--- src/rtl/pscfg_pkg.sv ---
package pscfg_pkg;

  typedef enum logic [2:0] {
    ST_IDLE,
    ST_REQ,
    ST_WAITST,
    ST_SETTLE,
    ST_STREAM,
    ST_SHIFT,
    ST_TRAIL,
    ST_CHECK
  } ctrlState_e;

  // control -> datapath strobes
  typedef struct packed {
    logic load;      // start serialising a word this cycle
    logic zeroWord;  // the word to load is all zeros
    logic useTail;   // apply the partial-byte mask to the input word
  } strobe_t;

  localparam logic [2:0] ERR_NONE  = 3'd0;
  localparam logic [2:0] ERR_START = 3'd4;

endpackage

--- src/rtl/pscfg_sync.sv ---
module pscfg_sync #(
  parameter int   STAGES  = 2,
  parameter logic RST_VAL = 1'b0
) (
  input  logic clk,
  input  logic rstN,
  input  logic din,
  output logic dout
);

  logic [STAGES-1:0] pipe;

  generate
    if (STAGES == 1) begin : g_one
      always_ff @(posedge clk) begin
        if (!rstN) pipe <= RST_VAL;
        else       pipe <= din;
      end
    end else begin : g_many
      always_ff @(posedge clk) begin
        if (!rstN) pipe <= {STAGES{RST_VAL}};
        else       pipe <= {pipe[STAGES-2:0], din};
      end
    end
  endgenerate

  assign dout = pipe[STAGES-1];

endmodule

--- src/rtl/pscfg_ctrl.sv ---
module pscfg_ctrl
  import pscfg_pkg::*;
#(
  parameter int ACK_CYC    = 500,
  parameter int START_CYC  = 400000,
  parameter int SETTLE_CYC = 500,
  parameter int DONE_CYC   = 2500,
  parameter int BYTE_W     = 2
) (
  input  logic              clk,
  input  logic              rstN,
  input  logic              start,
  input  logic              inValid,
  input  logic              inLast,
  input  logic [BYTE_W-1:0] inBytes,
  input  logic              statHigh,
  input  logic              doneHigh,
  input  logic              wordDone,
  output logic              cfgReqN,
  output logic              inReady,
  output logic              busy,
  output logic              done,
  output logic              error,
  output logic [2:0]        errCode,
  output strobe_t           stb
);

  localparam int MAX_AB  = (ACK_CYC > START_CYC) ? ACK_CYC : START_CYC;
  localparam int MAX_CD  = (SETTLE_CYC > DONE_CYC) ? SETTLE_CYC : DONE_CYC;
  localparam int MAX_CYC = (MAX_AB > MAX_CD) ? MAX_AB : MAX_CD;
  localparam int TMR_W   = $clog2(MAX_CYC + 1);

  ctrlState_e       state;
  logic [TMR_W-1:0] timer;
  logic             lastSeen;
  logic             padded;
  logic             accept;
  logic             tailPartial;
  logic             trailLoad;

  always_comb begin
    inReady      = (state == ST_STREAM);
    accept       = inReady && inValid;
    tailPartial  = inLast && (inBytes != '0);
    trailLoad    = (state == ST_SHIFT) && wordDone && lastSeen && !padded;
    stb.load     = accept || trailLoad;
    stb.zeroWord = trailLoad;
    stb.useTail  = accept && tailPartial;
    cfgReqN      = (state != ST_REQ);
    busy         = (state != ST_IDLE);
  end

  always_ff @(posedge clk) begin
    if (!rstN) begin
      state    <= ST_IDLE;
      timer    <= '0;
      done     <= 1'b0;
      error    <= 1'b0;
      errCode  <= ERR_NONE;
      lastSeen <= 1'b0;
      padded   <= 1'b0;
    end else begin
      case (state)
        ST_IDLE: begin
          if (start) begin
            state   <= ST_REQ;
            timer   <= '0;
            done    <= 1'b0;
            error   <= 1'b0;
            errCode <= ERR_NONE;
          end
        end
        ST_REQ: begin
          if (!statHigh && !doneHigh) begin
            state <= ST_WAITST;
            timer <= '0;
          end else if (timer == TMR_W'(ACK_CYC - 1)) begin
            state   <= ST_IDLE;
            error   <= 1'b1;
            errCode <= {1'b0, doneHigh, statHigh};
          end else begin
            timer <= timer + 1'b1;
          end
        end
        ST_WAITST: begin
          if (statHigh) begin
            state <= ST_SETTLE;
            timer <= '0;
          end else if (timer == TMR_W'(START_CYC - 1)) begin
            state   <= ST_IDLE;
            error   <= 1'b1;
            errCode <= ERR_START;
          end else begin
            timer <= timer + 1'b1;
          end
        end
        ST_SETTLE: begin
          if (timer == TMR_W'(SETTLE_CYC - 1)) begin
            state    <= ST_STREAM;
            lastSeen <= 1'b0;
            padded   <= 1'b0;
          end else begin
            timer <= timer + 1'b1;
          end
        end
        ST_STREAM: begin
          if (accept) begin
            state    <= ST_SHIFT;
            lastSeen <= inLast;
            padded   <= tailPartial;
          end
        end
        ST_SHIFT: begin
          if (wordDone) begin
            if (!lastSeen) begin
              state <= ST_STREAM;
            end else if (padded) begin
              state <= ST_CHECK;
              timer <= '0;
            end else begin
              state <= ST_TRAIL;
            end
          end
        end
        ST_TRAIL: begin
          if (wordDone) begin
            state <= ST_CHECK;
            timer <= '0;
          end
        end
        ST_CHECK: begin
          if (statHigh && doneHigh) begin
            state <= ST_IDLE;
            done  <= 1'b1;
          end else if (timer == TMR_W'(DONE_CYC - 1)) begin
            state   <= ST_IDLE;
            error   <= 1'b1;
            errCode <= {1'b1, !doneHigh, !statHigh};
          end else begin
            timer <= timer + 1'b1;
          end
        end
        default: state <= ST_IDLE;
      endcase
    end
  end

endmodule

--- src/rtl/pscfg_shift.sv ---
module pscfg_shift
  import pscfg_pkg::*;
#(
  parameter int WORD_BYTES = 4,
  parameter int CLK_HALF   = 13,
  parameter int BYTE_W     = 2
) (
  input  logic                    clk,
  input  logic                    rstN,
  input  strobe_t                 stb,
  input  logic [8*WORD_BYTES-1:0] inData,
  input  logic [BYTE_W-1:0]       inBytes,
  output logic                    serClk,
  output logic                    serData,
  output logic                    wordDone
);

  localparam int WORD_W = 8 * WORD_BYTES;
  localparam int BIT_W  = $clog2(WORD_W);
  localparam int HC_W   = $clog2(CLK_HALF + 1);

  logic [WORD_W-1:0] loadWord;
  logic [WORD_W-1:0] shreg;
  logic [BIT_W-1:0]  bitCnt;
  logic [HC_W-1:0]   halfCnt;
  logic              phase;
  logic              active;

  // keep only the valid low bytes of a partial final word
  for (genvar b = 0; b < WORD_BYTES; b++) begin : g_mask
    logic keepByte;
    assign keepByte = !stb.useTail || (inBytes > BYTE_W'(b));
    assign loadWord[8*b +: 8] = keepByte ? inData[8*b +: 8] : 8'h00;
  end

  always_ff @(posedge clk) begin
    if (!rstN) begin
      shreg    <= '0;
      bitCnt   <= '0;
      halfCnt  <= '0;
      phase    <= 1'b0;
      active   <= 1'b0;
      wordDone <= 1'b0;
    end else begin
      wordDone <= 1'b0;
      if (stb.load) begin
        shreg   <= stb.zeroWord ? '0 : loadWord;
        bitCnt  <= '0;
        halfCnt <= '0;
        phase   <= 1'b0;
        active  <= 1'b1;
      end else if (active) begin
        if (halfCnt == HC_W'(CLK_HALF - 1)) begin
          halfCnt <= '0;
          if (!phase) begin
            phase <= 1'b1;
          end else begin
            phase <= 1'b0;
            shreg <= {1'b0, shreg[WORD_W-1:1]};
            if (bitCnt == BIT_W'(WORD_W - 1)) begin
              active   <= 1'b0;
              wordDone <= 1'b1;
            end else begin
              bitCnt <= bitCnt + 1'b1;
            end
          end
        end else begin
          halfCnt <= halfCnt + 1'b1;
        end
      end
    end
  end

  assign serClk  = phase;
  assign serData = active & shreg[0];

endmodule

--- src/rtl/pserial_cfg_master.sv ---
module pserial_cfg_master
  import pscfg_pkg::*;
#(
  parameter int CLK_PER_US  = 250,
  parameter int ACK_US      = 2,
  parameter int START_US    = 1600,
  parameter int SETTLE_US   = 2,
  parameter int DONE_US     = 10,
  parameter int CLK_HALF    = 13,
  parameter int WORD_BYTES  = 4,
  parameter int SYNC_STAGES = 2
) (
  input  logic                          clk,
  input  logic                          rstN,
  input  logic                          start,
  input  logic                          inValid,
  output logic                          inReady,
  input  logic [8*WORD_BYTES-1:0]       inData,
  input  logic                          inLast,
  input  logic [$clog2(WORD_BYTES)-1:0] inBytes,
  output logic                          cfgReqN,
  input  logic                          statusN,
  input  logic                          cfgDone,
  output logic                          serClk,
  output logic                          serData,
  output logic                          busy,
  output logic                          done,
  output logic                          error,
  output logic [2:0]                    errCode
);

  localparam int BYTE_W     = $clog2(WORD_BYTES);
  localparam int ACK_CYC    = ACK_US * CLK_PER_US;
  localparam int START_CYC  = START_US * CLK_PER_US;
  localparam int SETTLE_CYC = SETTLE_US * CLK_PER_US;
  localparam int DONE_CYC   = DONE_US * CLK_PER_US;

  logic    statHigh;
  logic    doneHigh;
  logic    wordDone;
  strobe_t stb;

  pscfg_sync #(.STAGES(SYNC_STAGES), .RST_VAL(1'b1)) u_syncStat (
    .clk(clk), .rstN(rstN), .din(statusN), .dout(statHigh)
  );

  pscfg_sync #(.STAGES(SYNC_STAGES), .RST_VAL(1'b0)) u_syncDone (
    .clk(clk), .rstN(rstN), .din(cfgDone), .dout(doneHigh)
  );

  pscfg_ctrl #(
    .ACK_CYC(ACK_CYC), .START_CYC(START_CYC), .SETTLE_CYC(SETTLE_CYC),
    .DONE_CYC(DONE_CYC), .BYTE_W(BYTE_W)
  ) u_ctrl (
    .clk(clk), .rstN(rstN), .start(start), .inValid(inValid),
    .inLast(inLast), .inBytes(inBytes), .statHigh(statHigh),
    .doneHigh(doneHigh), .wordDone(wordDone), .cfgReqN(cfgReqN),
    .inReady(inReady), .busy(busy), .done(done), .error(error),
    .errCode(errCode), .stb(stb)
  );

  pscfg_shift #(
    .WORD_BYTES(WORD_BYTES), .CLK_HALF(CLK_HALF), .BYTE_W(BYTE_W)
  ) u_shift (
    .clk(clk), .rstN(rstN), .stb(stb), .inData(inData), .inBytes(inBytes),
    .serClk(serClk), .serData(serData), .wordDone(wordDone)
  );

endmodule

--- config.mk ---
export PLATFORM = sky130hd
export DESIGN_NAME = pserial_cfg_master
export DESIGN_NICKNAME = d
export VERILOG_FILES = /design/src/rtl/pscfg_pkg.sv /design/src/rtl/pscfg_sync.sv /design/src/rtl/pscfg_ctrl.sv /design/src/rtl/pscfg_shift.sv /design/src/rtl/pserial_cfg_master.sv
export SDC_FILE = /design/constraint.sdc
export NUM_CORES = 1
export LEC_CHECK = 0
export BUFFER_PORTS_ARGS = -buffer_cell sky130_fd_sc_hd__buf_4
export CAP_MARGIN = 20
export CELL_PAD_IN_SITES_DETAIL_PLACEMENT = 1
export CELL_PAD_IN_SITES_GLOBAL_PLACEMENT = 2
export CORE_MARGIN = 3
export CORE_UTILIZATION = 35
export CTS_CLUSTER_DIAMETER = 80
export DETAILED_ROUTE_END_ITERATION = 10
export MAX_ROUTING_LAYER = met4
export PLACE_DENSITY_LB_ADDON = 0.05
export SLEW_MARGIN = 20
export SYNTH_ARGS = -nofsm -noshare
export SYNTH_HDL_FRONTEND = slang
export SYNTH_SLANG_ARGS = --single-unit
export TNS_END_PERCENT = 1
--- constraint.sdc ---
create_clock -name clk -period 3.7 [get_ports clk]
set_clock_uncertainty 0.15 [all_clocks]
set_input_delay 0.555 -clock clk [delete_from_list [all_inputs] [get_ports clk]]
set_output_delay 0.555 -clock clk [all_outputs]
set_load 0.005 [all_outputs]
==> impl_summary.log <==
INFO  metric cts_num_sinks = 77
INFO  metric ys.warnings.count = 0
INFO  metric clk_path_buf_depth = 2
INFO  metric vdd.ir_drop.worst = ~0.27 mV
INFO  metric synth.yosys.seq_area_share = 38.5%
INFO  metric routed_wire_length_per_instance = 17.6 microns
INFO  metric cts-htree-levels = 3
INFO  metric area_delta_synth_final = 18.9%
INFO  metric setup-violations-final = 0
INFO  metric max_stage_delay = about 0.47 ns
INFO  metric overflow = 0
INFO  metric floorplan.initialDensity = a little over a third
INFO  metric ant_nets = 0
INFO  metric layout.filler_cells = 1335
INFO  metric post-route-period-util = about three quarters
INFO  metric synth.top_cell.area_share = roughly two fifths
INFO  metric critPathRequiredTime = around 3.8 ns
INFO  metric largest_net_degree_at_the_start_of_global_routing = 52
INFO  metric port_buffers = 50
INFO  metric routed_wirelength = approximately 12000 microns
INFO  metric cp-end-kind = register
INFO  metric area_of_combinational_cells_with_multiple_inputs = 2280 sq um
INFO  metric die_area = roughly 13000 sq um
INFO  metric die_w = between 100 and 150 microns
INFO  metric grt_util_all_layers = 19.7%
INFO  metric cell_chain_critical_path = ha_1 -> or4bb_1 -> nor3_4 -> o211ai_2 -> or3_4 -> or4_1 -> a21oi_1
INFO  metric postSynthCellCount = around 480
INFO  metric p_leak = 1.73 nW
INFO  metric crit_path_kind = reg -> reg
INFO  metric finalNetCount = between 500 and 600
INFO  metric mappedNetlistNets = roughly 520
INFO  metric ctsHoldBuffers = 0
INFO  metric layout-drive-gt1-share = a little under a fifth
INFO  metric hold_path.class = in -> reg
INFO  metric synth-async-reset-ratio = 0%
INFO  metric cts_post_setup_buffers_inserted = 0
INFO  metric max_clock_freq = between 300 and 400 MHz
INFO  metric timing.final.crit_period = roughly 2.8 ns
INFO  metric status = completed
INFO  metric worst_skew_pair.late_latency = approximately 0.34 ns
INFO  metric synth.top_cells.by_area = sky130_fd_sc_hd__dfxtp_1 38%, sky130_fd_sc_hd__nor2_1 6.5%, sky130_fd_sc_hd__a211oi_1 6.0%
INFO  metric worst_hold_slack = approximately 0.27 ns
INFO  metric cp-start-kind = register
INFO  metric standard_cell_rows = 38
INFO  metric cts_resized = 0
INFO  metric synth.most_common_cell = sky130_fd_sc_hd__dfxtp_1
INFO  metric synth_seq_cells = 77
INFO  metric antenna_found_initial = 0
INFO  metric gpl.final_weighted_congestion = between 0.7 and 0.8
INFO  metric layout.area.seq = 1540 sq um
INFO  metric critPathSlowestCell = sky130_fd_sc_hd__or4bb_1
INFO  metric dp.final_hpwl = approximately 8000 microns
INFO  metric crit_fanout = 8
INFO  metric worst_setup_hold_path_clk_slew = approximately 0.06 ns
INFO  metric ys.flop_type = sky130_fd_sc_hd__dfxtp_1
INFO  metric max_cap_violations = 0
INFO  metric total_power = 2.04 mW
INFO  metric core-area = 11000 sq um
INFO  metric synth.largest_area_cell = sky130_fd_sc_hd__dfxtp_1
INFO  metric rsz0062_at_grt = false
INFO  metric insertedDiodeCount = 0
INFO  metric p_per_area = about 430 nW/um^2
INFO  metric residual_drc = 0
INFO  metric tritoncts_clock_tree = built
INFO  metric avgSynthCellArea = about 8.4 sq um
INFO  metric ioPinCount = just over 50
INFO  metric slew_hr = 52.4%
INFO  metric synth.cell_area = 4010 sq um
INFO  metric yosys.cell_types.count = 72
INFO  metric timing.final.max_slew_violations = 0
INFO  metric finalSetupTns = 0 ns
INFO  metric ctsRootBufferMaster = sky130_fd_sc_hd__clkbuf_16
INFO  metric dr.pass1.iters = 4
INFO  metric synth_enable_flop_cells = 0
INFO  metric vias = between 3000 and 4000
INFO  metric drtIter0Drc = about 170
INFO  metric cts-buffers-inserted = 9
INFO  metric drt-vias-per-instance = 5.68
INFO  metric final_hold_viol_count = 0
INFO  metric worst_ep_arrival_time = ~3.0 ns
INFO  metric first_global_vias = slightly below 4000
INFO  metric list_of_most_frequent_post_synthesis_cells = 77 x sky130_fd_sc_hd__dfxtp_1, 69 x sky130_fd_sc_hd__nor2_1, 36 x sky130_fd_sc_hd__a21oi_1, 32 x sky130_fd_sc_hd__a211oi_1, 28 x sky130_fd_sc_hd__a22oi_1
INFO  metric tightestPinTransition = between 0.7 and 0.8 ns
INFO  metric die_height = ~110 microns
INFO  metric grt_pass1_wl = between 15000 and 20000 microns
-- cells in the final DEF, fill, tap and decap left out, types with 7 or more instances in the layout --
cell,n
sky130_fd_sc_hd__nand3_1,14
sky130_fd_sc_hd__inv_1,8
sky130_fd_sc_hd__nor2_1,69
sky130_fd_sc_hd__o21ai_0,18
sky130_fd_sc_hd__mux2_2,8
sky130_fd_sc_hd__dfxtp_1,77
sky130_fd_sc_hd__and2_1,9
sky130_fd_sc_hd__a211oi_1,32
sky130_fd_sc_hd__a21oi_1,36
sky130_fd_sc_hd__nor3_1,10
sky130_fd_sc_hd__buf_4,60
sky130_fd_sc_hd__clkbuf_16,9
sky130_fd_sc_hd__and3_1,7
sky130_fd_sc_hd__nand2_1,25
sky130_fd_sc_hd__a22oi_1,28
-- final cells by class --
cell class | instances | share of cell area, %
tap | 140 | 3.67
clock inverter | 4 | 0.656
inverter | 9 | 0.709
sequential | 77 | 32.3
timing repair buffer | 60 | 9.45
multi-input combinational | 360 | 47.8
clock buffer | 12 | 5.38
-- logic make-up after synthesis --
kind of cell | Yosys count | share of synthesized area, %
simple gates | 174 | 22.1
fa+ha+maj | 5 | 1.56
mux | 14 | 3.75
compound gates | 162 | 28.3
buf+inv | 41 | 4.71
flops | 77 | 38.5
xor+xnor | 5 | 1.09
-- registers in the layout, summed over array words and instances, names as in the netlist --
signal,flops
u_shift.shreg,32
u_ctrl.timer,19
u_shift.bitCnt,5
u_shift.halfCnt,4
u_ctrl.errCode,3
u_ctrl.state,3
u_syncDone.pipe,2
u_syncStat.pipe,2
u_ctrl.done,1
u_ctrl.error,1
u_ctrl.lastSeen,1
u_ctrl.padded,1
u_shift.active,1
u_shift.serClk,1
u_shift.wordDone,1
-- report_power, final --
part           internal, mW  total [mW]  switching [mW]
clock                 0.494       0.860           0.366
sequential            0.845       0.866          0.0212
combinational         0.135       0.313           0.178
-- worst paths after layout --
| path | from | endpoint | slack, ns | depth (start not counted) |
|---|---|---|---|---|
| setup reg to reg | u_ctrl.timer[0] | u_ctrl.state[2] | 0.85 | 7 |
| hold / removal | statusN | u_syncStat.pipe[0] | 0.27 | 2 |
| hold reg to reg | u_syncStat.pipe[0] | u_syncStat.pipe[1] | 0.27 | 1 |
| setup / recovery | u_ctrl.timer[0] | u_ctrl.state[2] | 0.85 | 7 |
-- metal layers --
layer	vias up	global-route usage, %	routed length, microns
li1	1868	-	-
met2	66	30.7	5530
met4	0	6.01	97
met1	1816	25.6	5600
met3	8	4.55	386
met5	-	-	0
-- through the flow --
stage                     util, %  instance area (sq um)  std cells  setup slack [ns]
final                        43.2                   4770        662             0.851
after global routing         43.2                   4770        662             0.497
after CTS                    43.2                   4770        662             0.857
after detailed placement     40.6                   4480        646             0.885
after global placement       40.6                   4480        646             0.949
after floorplan                 -                   4010        478              1.13
-- critical path, delay by kind of cell (launching register included) --
kind / cells / cell delay [ns]
flops: 1 / 0.42
fa+ha+maj: 1 / 0.26
compound gates: 2 / 0.32
simple gates: 4 / 1.63
Note: power is estimated with default switching activity, not from simulation.
